File: src/rtl/itdc_pkg.sv
package itdc_pkg;

    typedef enum logic [1:0] {
        WIN_IDLE,
        WIN_OPEN,
        WIN_SHUT
    } win_state_t;

    typedef enum logic [1:0] {
        CH_IDLE,
        CH_ARMED,
        CH_WFINE,
        CH_HOLD
    } ch_state_t;

    // Linear code from coarse edges and the two interpolator codes, clamped
    function automatic int lin_code(input int coarse, input int fs, input int fp,
                                    input int steps, input int full);
        int v;
        v = coarse * steps + fs - fp;
        if (v < 0)
            v = 0;
        else if (v > full)
            v = full;
        return v;
    endfunction

endpackage

File: src/rtl/itdc_sync.sv
module itdc_sync #(
    parameter int W = 1
) (
    input  logic         clk,
    input  logic         rst_n,
    input  logic [W-1:0] async_in,
    output logic [W-1:0] rise
);
    logic [W-1:0] meta_q;
    logic [W-1:0] sync_q;
    logic [W-1:0] last_q;

    always_ff @(posedge clk or negedge rst_n) begin
        if (!rst_n) begin
            meta_q <= '0;
            sync_q <= '0;
            last_q <= '0;
        end else begin
            meta_q <= async_in;
            sync_q <= meta_q;
            last_q <= sync_q;
        end
    end

    assign rise = sync_q & ~last_q;

endmodule

File: src/rtl/itdc_window.sv
module itdc_window
    import itdc_pkg::*;
#(
    parameter int RANGE_EDGES = 16,
    parameter int FINE_STEPS  = 1000,
    parameter int CNT_W       = 5,
    parameter int FINE_W      = 10
) (
    input  logic              clk,
    input  logic              rst_n,
    input  logic              start_evt,
    input  logic              fine_vld,
    input  logic [FINE_W-1:0] fine_code,
    output logic [CNT_W-1:0]  win_cnt,
    output logic              expire,
    output logic              sfine_ok,
    output logic [FINE_W-1:0] sfine
);
    win_state_t        st_q, st_d;
    logic [CNT_W-1:0]  cnt_q;
    logic              at_end;
    logic              sfine_ok_q;
    logic [FINE_W-1:0] sfine_q;

    assign at_end = (cnt_q == CNT_W'(RANGE_EDGES));

    // state register
    always_ff @(posedge clk or negedge rst_n) begin
        if (!rst_n) st_q <= WIN_IDLE;
        else        st_q <= st_d;
    end

    always_comb begin
        st_d = st_q;
        if (start_evt) begin
            st_d = WIN_OPEN;
        end else begin
            unique case (st_q)
                WIN_IDLE: st_d = WIN_IDLE;
                WIN_OPEN: if (at_end) st_d = WIN_SHUT;
                WIN_SHUT: st_d = WIN_SHUT;
                default:  st_d = WIN_IDLE;
            endcase
        end
    end

    // coarse edge counter and START fine latch
    always_ff @(posedge clk or negedge rst_n) begin
        if (!rst_n) begin
            cnt_q      <= '0;
            sfine_ok_q <= 1'b0;
            sfine_q    <= '0;
        end else if (start_evt) begin
            cnt_q      <= CNT_W'(1);
            sfine_ok_q <= 1'b0;
        end else begin
            if (st_q == WIN_OPEN && !at_end)
                cnt_q <= cnt_q + CNT_W'(1);
            if (st_q != WIN_IDLE && fine_vld && !sfine_ok_q) begin
                sfine_q    <= fine_code;
                sfine_ok_q <= 1'b1;
            end
        end
    end

    // outputs
    always_comb begin
        win_cnt  = cnt_q;
        expire   = (st_q == WIN_OPEN) && at_end && !start_evt;
        sfine_ok = sfine_ok_q;
        sfine    = sfine_q;
    end


    win_bound_chk: assert property (@(posedge clk) disable iff (!rst_n)
        cnt_q <= CNT_W'(RANGE_EDGES));


    start_arms_chk: assert property (@(posedge clk) disable iff (!rst_n)
        start_evt |=> (st_q == WIN_OPEN) && (cnt_q == CNT_W'(1)));


    shut_after_end_chk: assert property (@(posedge clk) disable iff (!rst_n)
        (st_q == WIN_OPEN) && at_end && !start_evt |=> st_q == WIN_SHUT);


    fine_range_chk: assert property (@(posedge clk) disable iff (!rst_n)
        fine_vld |-> fine_code < FINE_W'(FINE_STEPS));

endmodule

File: src/rtl/itdc_chan.sv
module itdc_chan
    import itdc_pkg::*;
#(
    parameter int FINE_STEPS = 1000,
    parameter int FULL       = 16000,
    parameter int CNT_W      = 5,
    parameter int FINE_W     = 10,
    parameter int CODE_W     = 14
) (
    input  logic              clk,
    input  logic              rst_n,
    input  logic              start_evt,
    input  logic              stop_evt,
    input  logic              expire,
    input  logic [CNT_W-1:0]  win_cnt,
    input  logic              sfine_ok,
    input  logic [FINE_W-1:0] sfine,
    input  logic              fine_vld,
    input  logic [FINE_W-1:0] fine_code,
    input  logic              res_ready,
    output logic              res_valid,
    output logic [CODE_W-1:0] res_code,
    output logic              res_ovr
);
    ch_state_t         st_q, st_d;
    logic [CNT_W-1:0]  coarse_q;
    logic [FINE_W-1:0] fine_q;
    logic              got_fine_q;
    logic              ovr_q;
    logic [CODE_W-1:0] code_calc;

    // state register
    always_ff @(posedge clk or negedge rst_n) begin
        if (!rst_n) st_q <= CH_IDLE;
        else        st_q <= st_d;
    end

    always_comb begin
        st_d = st_q;
        if (start_evt) begin
            st_d = stop_evt ? CH_WFINE : CH_ARMED;
        end else begin
            unique case (st_q)
                CH_IDLE:  st_d = CH_IDLE;
                CH_ARMED: begin
                    if (stop_evt)    st_d = CH_WFINE;
                    else if (expire) st_d = CH_HOLD;
                end
                CH_WFINE: if (got_fine_q && sfine_ok) st_d = CH_HOLD;
                CH_HOLD:  if (res_ready) st_d = CH_IDLE;
                default:  st_d = CH_IDLE;
            endcase
        end
    end

    // capture registers
    always_ff @(posedge clk or negedge rst_n) begin
        if (!rst_n) begin
            coarse_q   <= '0;
            fine_q     <= '0;
            got_fine_q <= 1'b0;
            ovr_q      <= 1'b0;
        end else if (start_evt) begin
            coarse_q   <= '0;
            got_fine_q <= 1'b0;
            ovr_q      <= 1'b0;
        end else begin
            if (st_q == CH_ARMED && stop_evt)
                coarse_q <= win_cnt;
            if (st_q == CH_ARMED && !stop_evt && expire)
                ovr_q <= 1'b1;
            if (st_q == CH_WFINE && fine_vld && !got_fine_q) begin
                fine_q     <= fine_code;
                got_fine_q <= 1'b1;
            end
        end
    end

    assign code_calc = CODE_W'(lin_code(int'(coarse_q), int'(sfine), int'(fine_q),
                                        FINE_STEPS, FULL));

    // outputs
    always_comb begin
        res_valid = (st_q == CH_HOLD);
        res_ovr   = res_valid && ovr_q;
        res_code  = (res_valid && !ovr_q) ? code_calc : '0;
    end


    hold_keep_chk: assert property (@(posedge clk) disable iff (!rst_n)
        res_valid && !res_ready && !start_evt |=> res_valid && $stable(res_code));


    ovr_zero_chk: assert property (@(posedge clk) disable iff (!rst_n)
        res_ovr |-> res_code == '0);


    code_span_chk: assert property (@(posedge clk) disable iff (!rst_n)
        res_valid |-> res_code <= CODE_W'(FULL));


    restart_clear_chk: assert property (@(posedge clk) disable iff (!rst_n)
        start_evt |=> !res_valid);


    fine_gate_chk: assert property (@(posedge clk) disable iff (!rst_n)
        res_valid && !res_ovr |-> got_fine_q && sfine_ok);

endmodule

File: src/rtl/interp_tdc_ctrl.sv
module interp_tdc_ctrl #(
    parameter  int N_CH        = 4,
    parameter  int FINE_STEPS  = 1000,
    parameter  int RANGE_EDGES = 16,
    localparam int FULL        = RANGE_EDGES * FINE_STEPS,
    localparam int FINE_W      = $clog2(FINE_STEPS),
    localparam int CODE_W      = $clog2(FULL + 1),
    localparam int CNT_W       = $clog2(RANGE_EDGES + 1)
) (
    input  logic                     clk,
    input  logic                     rst_n,
    input  logic                     start_in,
    input  logic [N_CH-1:0]          stop_in,
    input  logic                     start_fine_vld,
    input  logic [FINE_W-1:0]        start_fine_code,
    input  logic [N_CH-1:0]          stop_fine_vld,
    input  logic [N_CH*FINE_W-1:0]   stop_fine_code,
    input  logic [N_CH-1:0]          res_ready,
    output logic [N_CH-1:0]          res_valid,
    output logic [N_CH*CODE_W-1:0]   res_code,
    output logic [N_CH-1:0]          res_ovr
);
    logic              start_evt;
    logic [N_CH-1:0]   stop_evt;
    logic [CNT_W-1:0]  win_cnt;
    logic              expire;
    logic              sfine_ok;
    logic [FINE_W-1:0] sfine;

    itdc_sync #(.W(1)) u_start_sync (
        .clk      (clk),
        .rst_n    (rst_n),
        .async_in (start_in),
        .rise     (start_evt)
    );

    itdc_sync #(.W(N_CH)) u_stop_sync (
        .clk      (clk),
        .rst_n    (rst_n),
        .async_in (stop_in),
        .rise     (stop_evt)
    );

    itdc_window #(
        .RANGE_EDGES (RANGE_EDGES),
        .FINE_STEPS  (FINE_STEPS),
        .CNT_W       (CNT_W),
        .FINE_W      (FINE_W)
    ) u_window (
        .clk       (clk),
        .rst_n     (rst_n),
        .start_evt (start_evt),
        .fine_vld  (start_fine_vld),
        .fine_code (start_fine_code),
        .win_cnt   (win_cnt),
        .expire    (expire),
        .sfine_ok  (sfine_ok),
        .sfine     (sfine)
    );

    for (genvar c = 0; c < N_CH; c++) begin : g_chan
        itdc_chan #(
            .FINE_STEPS (FINE_STEPS),
            .FULL       (FULL),
            .CNT_W      (CNT_W),
            .FINE_W     (FINE_W),
            .CODE_W     (CODE_W)
        ) u_chan (
            .clk       (clk),
            .rst_n     (rst_n),
            .start_evt (start_evt),
            .stop_evt  (stop_evt[c]),
            .expire    (expire),
            .win_cnt   (win_cnt),
            .sfine_ok  (sfine_ok),
            .sfine     (sfine),
            .fine_vld  (stop_fine_vld[c]),
            .fine_code (stop_fine_code[c*FINE_W +: FINE_W]),
            .res_ready (res_ready[c]),
            .res_valid (res_valid[c]),
            .res_code  (res_code[c*CODE_W +: CODE_W]),
            .res_ovr   (res_ovr[c])
        );
    end

endmodule

File: config.mk
export PLATFORM = sky130hd
export DESIGN_NAME = interp_tdc_ctrl
export DESIGN_NICKNAME = d
export VERILOG_FILES = /design/src/rtl/itdc_pkg.sv /design/src/rtl/itdc_sync.sv /design/src/rtl/itdc_window.sv /design/src/rtl/itdc_chan.sv /design/src/rtl/interp_tdc_ctrl.sv
export SDC_FILE = /design/constraint.sdc
export NUM_CORES = 1
export LEC_CHECK = 0
export BUFFER_PORTS_ARGS = -buffer_cell sky130_fd_sc_hd__buf_2
export CAP_MARGIN = 20
export CORE_AREA = 2 2 193 195
export DETAILED_ROUTE_END_ITERATION = 6
export DIE_AREA = 0 0 195 197
export GPL_ROUTABILITY_DRIVEN = 0
export PLACE_DENSITY = 0.6
export SLEW_MARGIN = 20
export SYNTH_ARGS = -nofsm -noshare
export SYNTH_HDL_FRONTEND = slang
export SYNTH_SLANG_ARGS = --single-unit
File: constraint.sdc
create_clock -name clk -period 7.25 [get_ports clk]
set_input_delay 0.3625 -clock clk [delete_from_list [all_inputs] [get_ports clk]]
set_output_delay 0.3625 -clock clk [all_outputs]
set_load 0.03 [all_outputs]
Yosys cells after proc, flatten, opt, wreduce, memory -nomap -nowiden:

Cells that the tools add are included.

* register bits: 109
* bits in latches: 0
* memory bits (writable): 0
* memory bits (read-only): 0
* bits of input ports: 66
* word-level logic and storage cells: 232
* memories: 0

* $add $sub $neg: 9
* multiply operators: 4
* divide/modulo/power cells: 0
* $lt $le $gt $ge: 8
* eq/ne operators: 28
* shift-type cells: 0
* mux-type cells: 68
* bitwise gates (word level): 5
* reduce and logical (&&, ||, !) cells: 80

Operators with widths (count)
* 14-bit 2-to-1 mux: 12
* 32-bit by 11-bit adder with 32-bit output: 4
* 32-bit by 15-bit > comparator with 1-bit output, second input constant: 4
* 32-bit by 1-bit less-than comparator with 1-bit output, second input constant: 4
* 32-bit by 11-bit subtractor with 32-bit output: 4
* 5-bit 2-to-1 mux: 10
* 5-bit by 7-bit multiplier with 12-bit output, second input constant: 4
* 2-bit 2-to-1 mux: 23
* 1-bit logical AND: 37
* 2-bit case mux with 4 select lines: 4
* 2-bit nonzero test: 15
* 2-bit equality test, second input constant: 9
* 1-bit 2-to-1 mux: 18
* 1-bit logical NOT: 15
* 3-bit by 2-bit != test with 1-bit output, second input constant: 4
* 3-bit != test, second input constant: 4
* 4-bit != test, second input constant: 3
* 3-bit AND reduction: 4
* 2-bit by 1-bit equality test with 1-bit output, second input constant: 5
* 2-bit AND reduction: 5
* 2-bit logical NOT: 4
* 5-bit by 1-bit adder with 5-bit output, second input constant: 1
* 5-bit equality test, second input constant: 1
* 4-bit AND: 1
* 6 further kinds: 7

Longest topological paths before layout:

Gate-level depths: netlist of run 1.

* word-level depth: 8
* gate-level depth with buffers: 21
* gate-level depth less buffers: 20

Cells and area by module:

A second synthesis of run 1 with hierarchy kept.

* cells, all modules: 1385
* area total of the unflattened synthesis: 12655.9 um^2

By module, submodules not included
* itdc_chan at g_chan[1].u_chan: times used 1, cells each 345, area each 2942.8 um^2, seq. area each 475.5 um^2
* itdc_chan at g_chan[3].u_chan: times used 1, cells each 315, area each 2899.0 um^2, seq. area each 475.5 um^2
* itdc_chan at g_chan[2].u_chan: times used 1, cells each 326, area each 2852.7 um^2, seq. area each 475.5 um^2
* itdc_chan at g_chan[0].u_chan: times used 1, cells each 314, area each 2697.6 um^2, seq. area each 475.5 um^2
* itdc_window: times used 1, cells each 65, area each 819.5 um^2, seq. area each 450.4 um^2
* itdc_sync at u_stop_sync: times used 1, cells each 16, area each 355.3 um^2, seq. area each 300.3 um^2
* itdc_sync at u_start_sync: times used 1, cells each 4, area each 88.8 um^2, seq. area each 75.1 um^2

Worst setup path after synthesis of run 1:

OpenSTA, ideal clock, no wires.

* path kind: register to output
* start: register g_chan[0].u_chan.coarse_q[2]
* end: output port res_code[5]
* data arrival time: 5.809 ns
* data required time: 6.888 ns
* slack: 1.078 ns
* stages on the path, launching flop included: 17
* cell sequence: dfrtp_1 > fa_1 > fa_1 > fa_1 > ha_1 > xnor2_1 > fa_1 > ha_1 > o21a_1 > nor2_1 > a211oi_1 > nor4_1 > a2111oi_0 > a211oi_1 > xnor2_1 > or3_4 > nor4_1

* word-level cells in the longest chain between the ends: 7
* elaborated cells between the ends (all ways): 8
* those cells by class: 2 x add/sub; 1 x mul; 2 x order compare; 3 x mux

RTL lines
* start, declared: line itdc_chan.sv:26 `logic [CNT_W-1:0] coarse_q;`
* start signal, assigned: line itdc_chan.sv:69 `coarse_q <= win_cnt;`
* 5-bit by 7-bit multiplier with 12-bit output *: line itdc_pkg.sv:20 `v = coarse * steps + fs - fp;`
* 32-bit by 11-bit adder with 32-bit output *: line itdc_pkg.sv:20
* 32-bit by 11-bit subtractor with 32-bit output *: line itdc_pkg.sv:20
* 32-bit by 15-bit > comparator with 1-bit output: line itdc_pkg.sv:23 `else if (v > full)`
* 14-bit 2-to-1 mux: line itdc_pkg.sv:23
* 14-bit 2-to-1 mux *: line itdc_pkg.sv:21 `if (v < 0)`
* 14-bit 2-to-1 mux *: line itdc_chan.sv:86 `res_code = (res_valid && !ovr_q) ? code_calc : '0;`
* end, declared: line interp_tdc_ctrl.sv:20 `output logic [N_CH*CODE_W-1:0] res_code,`

Every way passes the cells marked *; elsewhere a longest branch is shown, timed or not.

Worst setup path in the final report of run 1:

Same ends and word-level chain as after synthesis.

==> flow_metrics.env, run 1 <==
export IMPL_fin_tns_setup_ns=0
export IMPL_drcViolationCount=0
export IMPL_slew_viol_final=0
export IMPL_finish_utilization=0.386
export IMPL_die_area_um2=38400
export IMPL_first_iter_violations=343
export IMPL_max_slew_margin=0.444
export IMPL_avgViaCountPerCell=5.13
export IMPL_cts_hold_buffers=0
export IMPL_synth_top_flop_cell="dfrtp_1"
export IMPL_dieWidth_um=195
export IMPL_clock_latency_ns=0.36
export IMPL_clk_pin_slew_ns=0.08
export IMPL_h_tree_depth=3
export IMPL_row_count=70
export IMPL_setup_viol=0
export IMPL_wl_mm=30.6
export IMPL_cts_max_path_buffers=2
export IMPL_port_buffers=129
export IMPL_path_cells="fa_1 -> fa_1 -> fa_1 -> ha_1 -> xnor2_1 -> fa_1 -> ha_1 -> o21a_1 -> nor2_1 -> a211oi_1 -> nor4_1 -> a2111oi_0 -> a211oi_1 -> xnor2_1 -> or3_4 -> nor4_1 -> buf_2"
export IMPL_io_pins=130
export IMPL_startpoint_type="flip-flop"
export IMPL_worst_pin_slew_ns=0.834
export IMPL_die_h_um=197
export IMPL_cts_sinks=109
export IMPL_syn_nets=1702
export IMPL_final_cell_mix="inv_1 (189), ha_1 (170), buf_2 (128)"
export IMPL_final_common_cell="inv_1"
export IMPL_drive_gt1_frac=0.148
export IMPL_coreArea_um2=36300
export IMPL_crit_slowest_cell="fa_1"
export IMPL_crit_start="g_chan[0].u_chan.coarse_q[2]"
export IMPL_vias=10100
export IMPL_antenna_found_initial=0
export IMPL_fmaxAchievable_mhz=152
export IMPL_finalCriticalPeriod_ns=6.59
export IMPL_cts_setup_buffers=0
export IMPL_critical_path_class="flip-flop to primary output"
export IMPL_grt_usage=0.165
export IMPL_crit_fanout=14
export IMPL_critical_path_max_stage_delay_ns=0.65
export IMPL_final_cells=1977
export IMPL_place_inst=1960
export IMPL_hold_viol_final=0
export IMPL_clockRootBuffer="clkbuf_16"
export IMPL_antenna_left=0
export IMPL_grt_overflow=0
export IMPL_cts_tree="built"
export IMPL_skew_ns=0.00930
export IMPL_drtPass1Iterations=5
export IMPL_yosysUniqueCellTypes=92
export IMPL_grt_max_degree=65
export IMPL_dpl_hpwl_mm=24.6
export IMPL_maxCapViolations=0
export IMPL_synth_area_um2=12600
export IMPL_hold_path_class="input pin to asynchronous set/reset pin"
export IMPL_fin_crit_sh=0.909
export IMPL_nNetsFinal=1811
export IMPL_start_util=0.347
export IMPL_crit_reg2reg_launch="u_window.win_cnt[0]"
export IMPL_cts_resized=0
export IMPL_ys_warn_count=0
export IMPL_reg2reg_slack_ns=4.72
export IMPL_synth_edff_count=0
export IMPL_syn_avg_cell_area_um2=9.03
export IMPL_ys_ff_latch=109
export IMPL_area_growth_pct=11.2
export IMPL_rsz0062_at_grt="no"
export IMPL_wl_per_cell_um=15.5
export IMPL_holdWs_ns=0.108
export IMPL_grt_pass1_vias=10400
export IMPL_grt_pass1_wl_mm=52.2
export IMPL_cp_arrival_ns=6.23
export IMPL_synthCells=1394
export IMPL_cts_buffers=9
export IMPL_endpoint_kind="primary output"
export IMPL_synthArstFlopShare=1.00
export IMPL_crit_path_frequent_cell="fa_1"
export IMPL_crit_required_ns=6.89
export IMPL_synth_yosys_seq_area_share=0.217
export IMPL_outcome="finished, final reports clean"
[cell families (layout without fill, tap and decap cells)]
kind of cell / after synthesis / count (layout) / synth area share
DFF: 109 / 109 / 0.217
xor gates and xnor gates: 65 / 65 / 0.0470
muxes: 42 / 42 / 0.0358
adders and majority gates: 242 / 242 / 0.284
and+or+nand+nor: 375 / 375 / 0.164
AOI/OAI and AO/OA: 333 / 333 / 0.177
other: 0 / 1 / 0
buffers and inverters: 228 / 342 / 0.0751
[cell usage after synthesis, drive strengths merged, types with 21 or more instances]
library cell  number  area, um2
o21a              33        248
xnor2             41        374
a21oi             84        432
a21o              36        270
nor2b             25        156
o21ai             77        393
nor2              85        319
inv              191        717
mux2              24        270
nand2             89        334
dfrtp            109       2730
fa                72       1440
buf               21        161
xor2              24        218
ha               170       2130
nor3              32        190
[flip-flops by register name (all words and copies together) (netlist names)]
name / flops
u_window.st_q: 2
g_chan.u_chan.st_q: 8
u_window.sfine_ok: 1
g_chan.u_chan.fine_q: 40
u_window.win_cnt: 5
u_window.sfine: 10
u_stop_sync.last_q: 4
u_start_sync.last_q: 1
g_chan.u_chan.got_fine_q: 4
u_start_sync.meta_q: 1
g_chan.u_chan.ovr_q: 4
g_chan.u_chan.coarse_q: 20
u_stop_sync.meta_q: 4
u_start_sync.sync_q: 1
u_stop_sync.sync_q: 4
[cell type report]
class	count	area, um2
repair buffers	134	686
well taps	468	586
fillers	3647	22300
multi-input cells	1057	8930
clock inverters	6	93.8
clock buffers	10	239
diodes	1	2.50
flip-flops and latches	109	2730
inverters	192	726
[metal layers]
layer	GRT usage	share of wire
met4	0.0269	0.013
met5	0	0
met2	0.281	0.46
met3	0.0284	0.041
met1	0.224	0.48
[worst max-delay path, delay by kind of cell (launching register included)]
family / cells / cell delay (ns)
AOI/OAI and AO/OA: 4 / 0.96
xor gates and xnor gates: 2 / 0.38
adders and majority gates: 6 / 2.86
buffers and inverters: 1 / 0.26
DFF: 1 / 0.49
and+or+nand+nor: 4 / 0.92
[path summary, 6_finish.rpt]
path,cells after the start,endpoint
setup / recovery,17,res_code[5]
hold / removal,1,g_chan[1].u_chan.fine_q[5]
setup reg to reg,7,g_chan[2].u_chan.st_q[0]
hold reg to reg,0,u_stop_sync.sync_q[3]
max in group asynchronous,2,u_stop_sync.sync_q[3]
min in group clk,1,u_stop_sync.meta_q[2]
[per-stage QoR]
| step | area, um2 | worst slack [ns] |
|---|---|---|
| global route | 14000 | 0.299 |
| floorplan | 12600 | 1.08 |
| CTS | 14000 | 0.684 |
| finish | 14000 | 0.658 |
| global placement | 13600 | 1.27 |
| detailed placement | 13600 | 1.10 |
Power of run 1 is left out: the tool's default activity adds up to more than one toggle a clock period on the data nets, which glitch-free logic cannot reach.
==> inputs of run 2 (changes only) <==
Settings changed: ABC_AREA from default to 1, CORE_AREA 2 2 193 195 to 2 2 195 197, DIE_AREA 0 0 195 197 to 0 0 197 199.
Clock period 7.25 ns to 7 ns, I/O delays scaled along.
==> run 2 against run 1 <==
  * Design area is 2.7% higher
  * Setup slack improved by 0.15 ns
  * Register-to-register slack better by 0.12 ns
  * Count of clock-buffer cells in the layout down 1
  * Cell count grew 20%
  * Critical path depth rose by 9
  * Via count up 9.0%
  * Hold slack got worse by 0.026 ns
  * Critical path type unchanged
  * Global-route usage up 0.67 points
  * Synthesized cell count is 26% higher
  * Sequential cell count is the same
  * Wire length is 6.6% higher
==> flow_metrics.env, run 2 <==
export IMPL_outcome="finished, final reports clean"
export IMPL_synth_top_area_cell="dfrtp_1"
export IMPL_crit_fanout=8
export IMPL_synthArstFlopShare=1.00
export IMPL_critical_path_max_stage_delay_ns=0.51
export IMPL_syn_avg_cell_area_um2=7.33
export IMPL_ys_warn_count=0
export IMPL_largest_reg_flops=40
export IMPL_avgViaCountPerCell=4.68
export IMPL_synth_most_common_cell="nand2_1"
export IMPL_final_common_cell="nand2_1"
export IMPL_slew_viol_final=0
export IMPL_grt_overflow=0
export IMPL_synth_edff_count=0
export IMPL_synth_top_flop_cell="dfrtp_1"
export IMPL_dp_slack_ns=1.19
export IMPL_drcViolationCount=0
export IMPL_seq_area_um2=2730
export IMPL_fmaxAchievable_mhz=162
export IMPL_h_tree_depth=3
export IMPL_die_area_um2=39200
export IMPL_setup_viol=0
export IMPL_dieWidth_um=197
export IMPL_final_cell_mix="nand2_1 (384), inv_1 (355), ha_1 (170)"
export IMPL_synth_area_um2=12900
export IMPL_syn_nets=2067
export IMPL_clockRootBuffer="clkbuf_16"
export IMPL_fin_crit_sh=0.884
export IMPL_synth_top_area_share=0.212
export IMPL_first_iter_violations=596
export IMPL_rsz0062_at_grt="no"
export IMPL_final_cells=2364
export IMPL_yosysUniqueCellTypes=43
export IMPL_dpl_hpwl_mm=27.7
export IMPL_clock_latency_ns=0.37
export IMPL_maxCapViolations=0
export IMPL_wl_per_cell_um=13.8
export IMPL_cts_sinks=109
export IMPL_wl_mm=32.6
export IMPL_ys_ff_latch=109
export IMPL_crit_slowest_cell="fa_1"
export IMPL_crit_path_frequent_cell="nand2_1"
export IMPL_grt_pass1_vias=11100
export IMPL_antenna_cells=0
export IMPL_skew_ns=0.0115
export IMPL_die_h_um=199
export IMPL_max_slew_margin=0.406
export IMPL_layout_setup_ws_ns=0.811
export IMPL_grt_max_degree=68
export IMPL_n_fill_cell=3840
export IMPL_critical_path_class="flip-flop to primary output"
export IMPL_worst_pin_slew_ns=0.892
export IMPL_cts_buffers=9
export IMPL_crit_required_ns=6.65
export IMPL_hold_path_class="input pin to flip-flop"
export IMPL_ys_top_cells_by_area="dfrtp_1 (21%), ha_1 (17%), fa_1 (11%)"
export IMPL_multi_input_area_um2=8700
export IMPL_synth_yosys_seq_area_share=0.212
export IMPL_hold_viol_final=0
export IMPL_nNetsFinal=2193
export IMPL_synthCells=1759
export IMPL_top_register="g_chan.u_chan.fine_q"
export IMPL_cts_max_path_buffers=2
export IMPL_drtPass1Iterations=5
export IMPL_grt_usage=0.172
export IMPL_finalCriticalPeriod_ns=6.19
export IMPL_antenna_left=0
export IMPL_fin_tns_setup_ns=0
export IMPL_io_pins=130
export IMPL_coreArea_um2=37100
export IMPL_endpoint_kind="primary output"
export IMPL_antenna_found_initial=0
export IMPL_start_util=0.347
export IMPL_area_growth_pct=11.4
export IMPL_row_count=71
export IMPL_synth_common_cells="nand2_1 (384), inv_1 (355), ha_1 (170)"
export IMPL_cp_arrival_ns=5.84
export IMPL_drive_gt1_frac=0.142
export IMPL_vias=11100
export IMPL_clk_pin_slew_ns=0.09
export IMPL_cts_tree="built"
export IMPL_grt_pass1_wl_mm=54.0
export IMPL_place_inst=2347
export IMPL_startpoint_type="flip-flop"
export IMPL_port_buffers=129
export IMPL_cts_setup_buffers=0
[run 2: changes by cell type after synthesis, moves of 30 or more]
cell and change:
o21a_1 -30, nand2_1 +295, nor2_1 +61, nand3_1 +86, nand2_2 +40, a21o_1 -35, inv_1 +166
[run 2: worst paths after layout]
path / startpoint / to / slack (ns) / cells past startpoint
worst max-delay path: g_chan[1].u_chan.coarse_q[2] / res_code[20] / 0.81 / 26
worst max register to register: u_window.win_cnt[0] / g_chan[3].u_chan.st_q[0] / 4.84 / 9
max in group asynchronous: rst_n / g_chan[1].u_chan.fine_q[5] / 5.17 / 3
worst min-delay path: stop_in[2] / u_stop_sync.meta_q[2] / 0.08 / 1
min in group asynchronous: rst_n / g_chan[2].u_chan.fine_q[1] / 0.50 / 2
worst min register to register: u_start_sync.meta_q / u_start_sync.sync_q / 0.35 / 0
[run 2: stage by stage]
| step | hold WS (ns) | instance area, um2 | utilization |
|---|---|---|---|
| 2_1_floorplan | 0.0544 | 12900 | - |
| 3_3_place_gp | 0.334 | 14000 | 0.378 |
| 3_5_place_dp | 0.335 | 14000 | 0.378 |
| 4_1_cts | 0.0692 | 14400 | 0.387 |
| 5_1_grt | 0.0599 | 14400 | 0.387 |
| 6_report | 0.0817 | 14400 | 0.387 |
[run 2: what timing repair did]
| item | in CTS | in global routing |
|---|---|---|
| gates resized for setup | 0 | 0 |
| hold endpoints to repair | 11 | 0 |
| hold buffers | 1 | 0 |
[run 2: layer usage]
layer  global-route usage  wire length (um)  vias to the layer above
met5                    0                 0                        -
li1                     -                 -                     5755
met3               0.0224              1170                       33
met1                0.226             15600                     5071
met2                0.301             15200                      197
met4               0.0382               611                        0
[run 2: cells by family (layout without fill, tap and decap cells)]
| kind of cell | after synthesis | count (layout) | synth area share |
|---|---|---|---|
| flip-flops | 109 | 109 | 0.212 |
| AND/OR/NAND/NOR | 760 | 760 | 0.264 |
| XOR/XNOR | 43 | 43 | 0.0292 |
| buffers and inverters | 379 | 510 | 0.113 |
| AO/OA/AOI/OAI | 207 | 207 | 0.0883 |
| multiplexers | 19 | 19 | 0.0166 |
| adder cells (fa/ha/maj) | 242 | 242 | 0.277 |
[run 2: final cells by class]
cell class	count	area share
flip-flops and latches	109	0.190
clock inverters	7	0.00558
well taps	474	0.0413
repair buffers	133	0.0474
multi-input cells	1271	0.606
clock buffers	9	0.0157
inverters	361	0.0943
[run 2: worst max-delay path: cells and delay by family, from the launching register on]
family / cells / cell delay (ns)
buffers and inverters: 4 / 0.35
AND/OR/NAND/NOR: 14 / 1.82
AO/OA/AOI/OAI: 1 / 0.20
flip-flops: 1 / 0.48
adder cells (fa/ha/maj): 6 / 2.44
XOR/XNOR: 1 / 0.19
Power of run 2 is left out for the same reason.
==> inputs of run 3 (changes only) <==
Settings changed: PLACE_DENSITY 0.6 to 0.62.
Clock period 7 ns to 5.6 ns, I/O delays scaled along.
==> run 3 against run 2 <==
  * The run now ends with hold timing, setup timing left
  * Sequential cell count unchanged
  * Hold slack got worse by 0.084 ns
  * Via count increased by 5.1%
  * Cell count increased by 2.7%
  * Critical path type unchanged
  * Highest routed layer unchanged
==> flow_metrics.env, run 3 (same netlist as run 2, synthesis figures left out) <==
export IMPL_cp_arrival_ns=5.43
export IMPL_final_cell_mix="inv_1 (345), nand2_1 (345), ha_1 (139)"
export IMPL_fin_crit_sh=1.02
export IMPL_maxCapViolations=0
export IMPL_top_register="g_chan.u_chan.fine_q"
export IMPL_rsz0062_at_grt="yes"
export IMPL_setup_viol=10
export IMPL_endpoint_kind="primary output"
export IMPL_grt_pass1_vias=11300
export IMPL_worst_pin_slew_ns=0.846
export IMPL_dieWidth_um=197
export IMPL_drive_gt1_frac=0.265
export IMPL_avgViaCountPerCell=4.78
export IMPL_clockRootBuffer="clkbuf_16"
export IMPL_io_pins=130
export IMPL_holdWs_ns=-0.00270
export IMPL_start_util=0.347
export IMPL_largest_reg_flops=40
export IMPL_cts_buffers=9
export IMPL_layout_setup_ws_ns=-0.112
export IMPL_cts_sinks=109
export IMPL_area_growth_pct=27.2
export IMPL_crit_required_ns=5.32
export IMPL_crit_fanout=4
export IMPL_final_area_um2=16400
export IMPL_coreArea_um2=37100
export IMPL_clk_pin_slew_ns=0.09
export IMPL_h_tree_depth=3
export IMPL_clock_latency_ns=0.38
export IMPL_drcViolationCount=0
export IMPL_wl_mm=36.6
export IMPL_grt_max_degree=65
export IMPL_outcome="finished, violations left"
export IMPL_slew_viol_final=0
export IMPL_vias=11600
export IMPL_dpl_hpwl_mm=28.2
export IMPL_reg2reg_slack_ns=3.27
export IMPL_antenna_left=0
export IMPL_cts_max_path_buffers=2
export IMPL_die_h_um=199
export IMPL_nNetsFinal=2257
export IMPL_grt_overflow=0
export IMPL_port_buffers=129
export IMPL_max_slew_margin=0.436
export IMPL_die_area_um2=39200
export IMPL_n_fill_cell=3652
export IMPL_grt_usage=0.183
export IMPL_violations="hold timing, setup timing"
export IMPL_row_count=71
export IMPL_wl_per_cell_um=15.1
export IMPL_first_iter_violations=717
export IMPL_skew_ns=0.0121
export IMPL_hold_viol_final=6
export IMPL_grt_pass1_wl_mm=56.7
export IMPL_finalCriticalPeriod_ns=5.71
export IMPL_rr_endpoint="g_chan[2].u_chan.st_q[0]"
export IMPL_fmaxAchievable_mhz=175
export IMPL_cts_tree="built"
export IMPL_hold_path_class="input pin to asynchronous set/reset pin"
export IMPL_place_area_um2=14100
export IMPL_r2r_cells=9
export IMPL_drtPass1Iterations=5
export IMPL_critical_path_class="flip-flop to primary output"
export IMPL_antenna_found_initial=2
export IMPL_startpoint_type="flip-flop"
export IMPL_crit_reg2reg_launch="u_window.win_cnt[0]"
## run 3: cell count changes in the layout (fill, tap and decap cells not counted), moves of 15 or more
| cell | previous run | this run |
|---|---|---|
| nand2_2 | 40 | 68 |
| nand2_1 | 384 | 345 |
| nor2_4 | 0 | 30 |
| a21oi_1 | 110 | 84 |
| nand3_1 | 98 | 80 |
| ha_4 | 0 | 28 |
| buf_2 | 128 | 72 |
| buf_6 | 0 | 46 |
| nand3_2 | 10 | 25 |
| a21oi_2 | 6 | 27 |
| nor2_1 | 146 | 127 |
| buf_4 | 4 | 73 |
| ha_1 | 170 | 139 |
## run 3: metrics by stage
step,hold WS (ns),instances,util,worst slack (ns),TNS [ns]
after global routing,0.00465,2429,0.441,-0.291,-8.77
after floorplan,-0.0156,1759,-,0.224,0
after CTS,0.00111,2398,0.408,-0.0171,-0.0278
after detailed placement,0.337,2351,0.379,-0.180,-1.27
after global placement,0.333,2351,0.379,-0.0357,-0.264
final,-0.00270,2429,0.441,-0.112,-0.790
## run 3: area by class of cell
| class | count | area (um2) | share of cell area |
|---|---|---|---|
| tap | 474 | 593 | 0.0362 |
| timing repair buffer | 195 | 1490 | 0.0907 |
| multi-input combinational | 1273 | 9900 | 0.604 |
| clock buffer | 9 | 225 | 0.0137 |
| antenna | 1 | 2.50 | 0.000153 |
| sequential | 109 | 2740 | 0.167 |
| clock inverter | 7 | 82.6 | 0.00504 |
| inverter | 361 | 1360 | 0.0828 |
## run 3: routing by layer
metal,share of wire,wire length (um),track usage
met4,0.031,1140,0.0627
met3,0.046,1700,0.0229
met5,0,0,0
met1,0.45,16300,0.241
met2,0.48,17500,0.310
## run 3: worst max-delay path: stages, from the launching register on
cell	delay (ns)
dfrtp_2	0.46
ha_4	0.28
inv_2	0.03
fa_1	0.47
fa_1	0.53
inv_2	0.05
ha_4	0.26
a21oi_4	0.15
nand2_2	0.08
xor2_2	0.16
fa_1	0.53
ha_4	0.24
nand2_4	0.08
nor2_4	0.04
buf_4	0.12
o21ai_1	0.11
nand3_2	0.15
nand3_2	0.12
nand2_2	0.06
buf_4	0.14
nand2_1	0.08
nand2_2	0.06
nand3_2	0.10
nand3_4	0.10
or2_4	0.29
buf_12	0.16
nor2_4	0.08
buf_6	0.13
## run 3: timing repair
item,in CTS,in global routing
resized for setup,118,267
gates cloned,2,0
setup endpoints to repair,56,56
hold buffers,2,0
pin swaps,47,108
endpoints found under the hold margin,2,0
setup buffers,27,30
## run 3: how the worst max path moves through the flow
stage / start / end / slack (ns) / cells after the start
final: g_chan[1].u_chan.coarse_q[2] / res_code[14] / -0.11 / 27
after global routing: g_chan[1].u_chan.coarse_q[2] / res_code[16] / -0.29 / 27
after CTS: g_chan[1].u_chan.coarse_q[2] / res_code[19] / -0.02 / 24
after detailed placement: g_chan[1].u_chan.coarse_q[3] / res_code[19] / -0.18 / 26
after global placement: g_chan[1].u_chan.coarse_q[2] / res_code[15] / -0.04 / 26
after floorplan: g_chan[3].u_chan.coarse_q[2] / res_code[42] / 0.22 / 24
Power of run 3 is left out for the same reason.
